[config.mk]
export PLATFORM = sky130hd
export DESIGN_NAME = swk_sleep_seq
export DESIGN_NICKNAME = d
export VERILOG_FILES = /design/src/rtl/swk_pkg.sv /design/src/rtl/swk_phase_gen.sv /design/src/rtl/swk_int_flag.sv /design/src/rtl/swk_ost_counter.sv /design/src/rtl/swk_sleep_seq.sv
export SDC_FILE = /design/constraint.sdc
export NUM_CORES = 1
export LEC_CHECK = 0
export ABC_AREA = 1
export CORE_UTILIZATION = 40
export DETAILED_ROUTE_END_ITERATION = 10
export HOLD_SLACK_MARGIN = 0.02
export PLACE_DENSITY_LB_ADDON = 0.25
export SLEW_MARGIN = 40
export SYNTH_ARGS = -nofsm -noshare
export SYNTH_HDL_FRONTEND = slang
export SYNTH_HIERARCHICAL = 1
export SYNTH_SLANG_ARGS = --single-unit
[constraint.sdc]
create_clock -name clk -period 2.2 [get_ports clk]
set_input_delay 0.66 -clock clk [delete_from_list [all_inputs] [get_ports clk]]
set_output_delay 0.66 -clock clk [all_outputs]
set_load 0.02 [all_outputs]
[src/rtl/swk_pkg.sv]
package swk_pkg;

  typedef enum logic [2:0] {
    ST_RUN    = 3'd0,
    ST_SLEEP  = 3'd1,
    ST_OST    = 3'd2,
    ST_RESUME = 3'd3,
    ST_DUMMY  = 3'd4
  } swk_state_e;

  localparam logic [2:0] OSC_LP = 3'd0;
  localparam logic [2:0] OSC_XT = 3'd1;
  localparam logic [2:0] OSC_HS = 3'd2;
  localparam logic [2:0] OSC_EC = 3'd3;

  // crystal-type modes need the start-up wait
  function automatic logic needs_ost(input logic [2:0] mode);
    return (mode == OSC_LP) || (mode == OSC_XT) || (mode == OSC_HS);
  endfunction

endpackage

[src/rtl/swk_phase_gen.sv]
module swk_phase_gen #(
  parameter int PHASES = 4,
  localparam int PH_W = $clog2(PHASES)
) (
  input  logic            clk,
  input  logic            rst,
  output logic [PH_W-1:0] phase_o,
  output logic            cyc_end_o
);
  localparam logic [PH_W-1:0] LAST = PH_W'(PHASES - 1);

  always_ff @(posedge clk) begin
    if (rst)                phase_o <= '0;
    else if (phase_o == LAST) phase_o <= '0;
    else                    phase_o <= phase_o + 1'b1;
  end

  assign cyc_end_o = (phase_o == LAST);
endmodule

[src/rtl/swk_int_flag.sv]
module swk_int_flag (
  input  logic clk,
  input  logic rst,
  input  logic pin_i,
  input  logic clr_i,
  output logic flag_o
);
  logic pin_q;

  always_ff @(posedge clk) begin
    if (rst) begin
      pin_q  <= 1'b0;
      flag_o <= 1'b0;
    end else begin
      pin_q <= pin_i;
      if (pin_i && !pin_q) flag_o <= 1'b1;
      else if (clr_i)      flag_o <= 1'b0;
    end
  end
endmodule

[src/rtl/swk_ost_counter.sv]
module swk_ost_counter #(
  parameter int TERM = 1024,
  localparam int CW = $clog2(TERM)
) (
  input  logic clk,
  input  logic rst,
  input  logic clr_i,
  input  logic en_i,
  output logic done_o
);
  localparam logic [CW-1:0] LAST = CW'(TERM - 1);
  logic [CW-1:0] cnt;

  always_ff @(posedge clk) begin
    if (rst || clr_i)             cnt <= '0;
    else if (en_i && cnt != LAST) cnt <= cnt + 1'b1;
  end

  assign done_o = (cnt == LAST);
endmodule

[src/rtl/swk_sleep_seq.sv]
module swk_sleep_seq
  import swk_pkg::*;
#(
  parameter int PHASES   = 4,
  parameter int OST_CLKS = 1024,
  parameter int PC_W     = 13,
  parameter int VEC_ADDR = 4,
  localparam int PH_W = $clog2(PHASES)
) (
  input  logic            clk,
  input  logic            rst,
  input  logic            sleep_exec_i,
  input  logic            ext_int_i,
  input  logic            int_clr_i,
  input  logic            gie_i,
  input  logic [2:0]      osc_mode_i,
  output logic            core_halt_o,
  output logic            int_flag_o,
  output logic            pc_load_o,
  output logic [PC_W-1:0] pc_vec_o,
  output logic            dummy_o,
  output logic [PH_W-1:0] phase_o
);
  localparam logic [PC_W-1:0] VEC = PC_W'(VEC_ADDR);

  swk_state_e st, st_nxt;
  logic cyc_end, ost_done, long_q, gie_q;
  logic enter_sleep, wake;

  swk_phase_gen #(.PHASES(PHASES)) u_phase (
    .clk(clk), .rst(rst), .phase_o(phase_o), .cyc_end_o(cyc_end)
  );

  swk_int_flag u_flag (
    .clk(clk), .rst(rst), .pin_i(ext_int_i), .clr_i(int_clr_i),
    .flag_o(int_flag_o)
  );

  swk_ost_counter #(.TERM(OST_CLKS)) u_ost (
    .clk(clk), .rst(rst), .clr_i(enter_sleep), .en_i(st == ST_OST),
    .done_o(ost_done)
  );

  assign enter_sleep = cyc_end && (st == ST_RUN) && sleep_exec_i && !int_flag_o;
  assign wake        = cyc_end && (st == ST_SLEEP) && int_flag_o;

  always_comb begin
    st_nxt = st;
    if (cyc_end) begin
      unique case (st)
        ST_RUN:    if (sleep_exec_i && !int_flag_o) st_nxt = ST_SLEEP;
        ST_SLEEP:  if (int_flag_o) st_nxt = long_q ? ST_OST : ST_RESUME;
        ST_OST:    if (ost_done) st_nxt = ST_RESUME;
        ST_RESUME: st_nxt = gie_q ? ST_DUMMY : ST_RUN;
        ST_DUMMY:  st_nxt = ST_RUN;
        default:   st_nxt = ST_RUN;
      endcase
    end
  end

  always_ff @(posedge clk) begin
    if (rst) begin
      st          <= ST_RUN;
      long_q      <= 1'b0;
      gie_q       <= 1'b0;
      core_halt_o <= 1'b0;
      pc_load_o   <= 1'b0;
      dummy_o     <= 1'b0;
      pc_vec_o    <= '0;
    end else begin
      st          <= st_nxt;
      core_halt_o <= (st_nxt == ST_SLEEP) || (st_nxt == ST_OST);
      pc_load_o   <= (st_nxt == ST_DUMMY);
      dummy_o     <= (st_nxt == ST_DUMMY);
      pc_vec_o    <= (st_nxt == ST_DUMMY) ? VEC : '0;
      if (enter_sleep) long_q <= needs_ost(osc_mode_i);
      if (wake)        gie_q  <= gie_i;
    end
  end
endmodule

==> impl_results.md <==
- Worst Skew: 0.00294 ns
- Final Cycle Share: between 90% and 100%
- Slowest CP cell: clkdlybuf4s50_1
- Congestion Overflow GR: 0
- Synth Cell Area: 1200 um2
- Syn-to-layout area delta: 12.5%
- Unique cell type count in the Yosys netlist: 25
- Setup violators final: 0
- Die H: 56.8 um
- Nets: 199
- Synth warn: 6
- Avg Vias per Cell: 4.62
- Global-route wire length before repair: approximately 4000 um
- CTS tree: done
- Final Util: between 40% and 50%
- Slew Viols, Final: 0
- WL final: 2080 um
- Max VDD drop: roughly 360 uV
- RSZ-0062 raised after global routing: no
- Layout cells sized above 1: around 16%
- FILL cells: 286
- Seq/Total Area, Yosys: 35.0%
- Iteration-0 DRC Markers: 62
- Core Region: 2810 um2
- Total Neg Setup Slack: 0 ns
- CP Launch Type: flop
- # port buffers: 15
- Pin count of the biggest net entering global routing: 19
- Power per standard cell area: slightly above 500 nW/um2
- FF+latch count, synth: 21
- Initial antenna violation count: 0
- Gpl congestion: 0.832
- Critical Path RT: 1.54 ns
- Final number of hold-violating endpoints: 0
- Worst-path cell chain: clkdlybuf4s50_1
- Die footprint: 3230 um2
- Starting density of the core: 42.8%
- Die X: 56.8 um
- Vias in the first global route: 931
- Worst EP arrival: 1.37 ns
- Final ANT Viol Nets: 0
- Critical Path Start: u_flag/flag_o
- Antenna cell count: 0
- HP Start: u_phase/phase_o[0]
- DRC: 7
- Worst-path fanout max: 5
- H-tree depth: 1
- CTS root buf: clkbuf_4
- Detailed-router iteration count before antenna repair: 7
- Worst path max stage delay: 0.64 ns
- Clock transition at the registers of the reported paths: 0.12 ns
- Leak: 0.580 nW
- Post-cts sizing count: 0
- Hold_buf cts: 0
- Worst path bufs/invs: 1
- Clock tree sinks: 21
- IO Pins: 28
- Dpl hpwl: 1540 um
- Avg Cell Area, Syn: 7.02 um2
- Outcome: finished, violations left
- Total global-route track usage: 15.1%
- Post-Syn Instances: 171
- Rows: 19
- Avg WL per Cell: 9.53 um
- Crit Path Category: flop to primary output
- Postcts setup bufs: 0
- Clk buf depth: 2
- Worst-skew pair later-pin latency: between 0.3 and 0.4 ns
- CTS Buf Count: 3
- R2R Path Start: u_ost/cnt[0]
- Vias: 1007
- MaxCap Viol Count: 0
- Crit. End Element: primary output
- Failing checks: DRC
- Critical path's top delay family: buffers and inverters
- Crit path time final: 2.03 ns
- Hold Crit Class: flop to flop
- FMAX: 494 MHz
-- cells in the mapped netlist --
master	n	share of area, %
nand2_2	2	1.0
nor2_2	7	3.6
o21ai_0	1	0.42
nand3b_1	1	0.63
nand3_1	13	5.4
a21oi_1	13	5.4
buf_6	1	0.94
ha_1	2	2.1
inv_1	17	5.3
nor2_1	26	8.1
a21o_1	1	0.63
buf_2	1	0.42
dfxtp_1	21	35
a211oi_1	1	0.63
buf_4	14	8.7
nand3_4	1	1.5
nand3_2	4	3.3
nor2b_1	1	0.52
nand2_1	29	9.1
inv_2	7	2.2
conb_1	1	0.31
nor2_4	2	1.9
nor3_1	2	0.83
nand4_1	2	1.0
o21bai_2	1	0.94
-- cell families after synthesis --
group / count (synthesis) / share of synthesized area, %
AOI/OAI and AO/OA: 17 / 8.02
DFF: 21 / 35.0
and+or+nand+nor: 90 / 37.0
other: 1 / 0.312
adders and majority gates: 2 / 2.08
buffers and inverters: 40 / 17.6
-- cell type report --
cell class / instances / area [um2] / area share [%]
clock buffers: 4 / 26.3 / 1.94
inverters: 24 / 90.1 / 6.67
flip-flops and latches: 21 / 420 / 31.1
well taps: 31 / 38.8 / 2.87
multi-input cells: 121 / 611 / 45.2
repair buffers: 17 / 165 / 12.2
-- worst register-to-register path: stages (launching register included) --
cell and delay, ns:
dfxtp_1 0.40, ha_1 0.21, nand2_2 0.08, nor2_4 0.15, nand3_4 0.21, inv_1 0.10
nand3_1 0.07, nand3_1 0.09, nand2_1 0.10, a21oi_1 0.14, nor2_1 0.06
-- metal layers --
metal | up-vias | part of all wire [%] | track usage [%]
met1 | 438 | 48 | 18.4
met3 | 2 | 5.4 | 4.84
met4 | 0 | 0.63 | 3.14
met2 | 29 | 46 | 26.0
met5 | - | 0 | 0
li1 | 538 | - | -
-- cells in the final DEF (no fill, tap or decap) --
| cell | Yosys | final |
|---|---|---|
| inv_2 | 7 | 7 |
| o21ai_0 | 1 | 1 |
| clkbuf_4 | 0 | 3 |
| nand2_2 | 2 | 2 |
| clkbuf_1 | 0 | 1 |
| conb_1 | 1 | 12 |
| nor2_4 | 2 | 2 |
| nand3_4 | 1 | 1 |
| a211oi_1 | 1 | 1 |
| nand3_1 | 13 | 13 |
| a21oi_1 | 13 | 13 |
| nand3b_1 | 1 | 1 |
| buf_4 | 14 | 2 |
| inv_1 | 17 | 17 |
| nand4_1 | 2 | 2 |
| clkdlybuf4s50_1 | 0 | 15 |
| a21o_1 | 1 | 1 |
| nor2_2 | 7 | 7 |
| nor3_1 | 2 | 2 |
| nor2b_1 | 1 | 1 |
| ha_1 | 2 | 2 |
| nand3_2 | 4 | 4 |
| dfxtp_1 | 21 | 21 |
| o21bai_2 | 1 | 1 |
| nand2_1 | 29 | 29 |
| nor2_1 | 26 | 26 |
-- through the flow --
step           worst slack, ns  hold slack, ns  instances  area, um2  total power, W
2_1_floorplan            0.648           0.450        182       1240        0.000479
3_3_place_gp             0.365           0.438        214       1330        0.000501
3_5_place_dp             0.320           0.438        214       1330        0.000502
4_1_cts                  0.155           0.464        218       1350        0.000697
5_1_grt                  0.104           0.493        218       1350        0.000722
6_report                 0.174           0.462        218       1350        0.000685
-- state kept, by name, indices dropped and copies added (netlist names) --
signal and flops:
pc_vec_o 1, u_flag/pin_q 1, u_ost/cnt 10, core_halt_o 1, u_flag/flag_o 1, gie_q 1, long_q 1, u_phase/phase_o 2
st 3
-- power by group --
part	total, W	internal (W)	switching [W]
clock	0.000192	0.0000708	0.000121
sequential	0.000396	0.000389	0.00000668
combinational	0.0000977	0.0000391	0.0000586
total	0.000685	0.000499	0.000186
-- path summary, 6_finish.rpt --
check                        to  slack (ns)  cells past startpoint
max                  int_flag_o        0.17                      1
min          u_phase/phase_o[0]        0.46                      1
max reg2reg         core_halt_o        0.49                     10
min reg2reg  u_phase/phase_o[0]        0.46                      1
No activity file was read; power rests on OpenSTA's default activity.
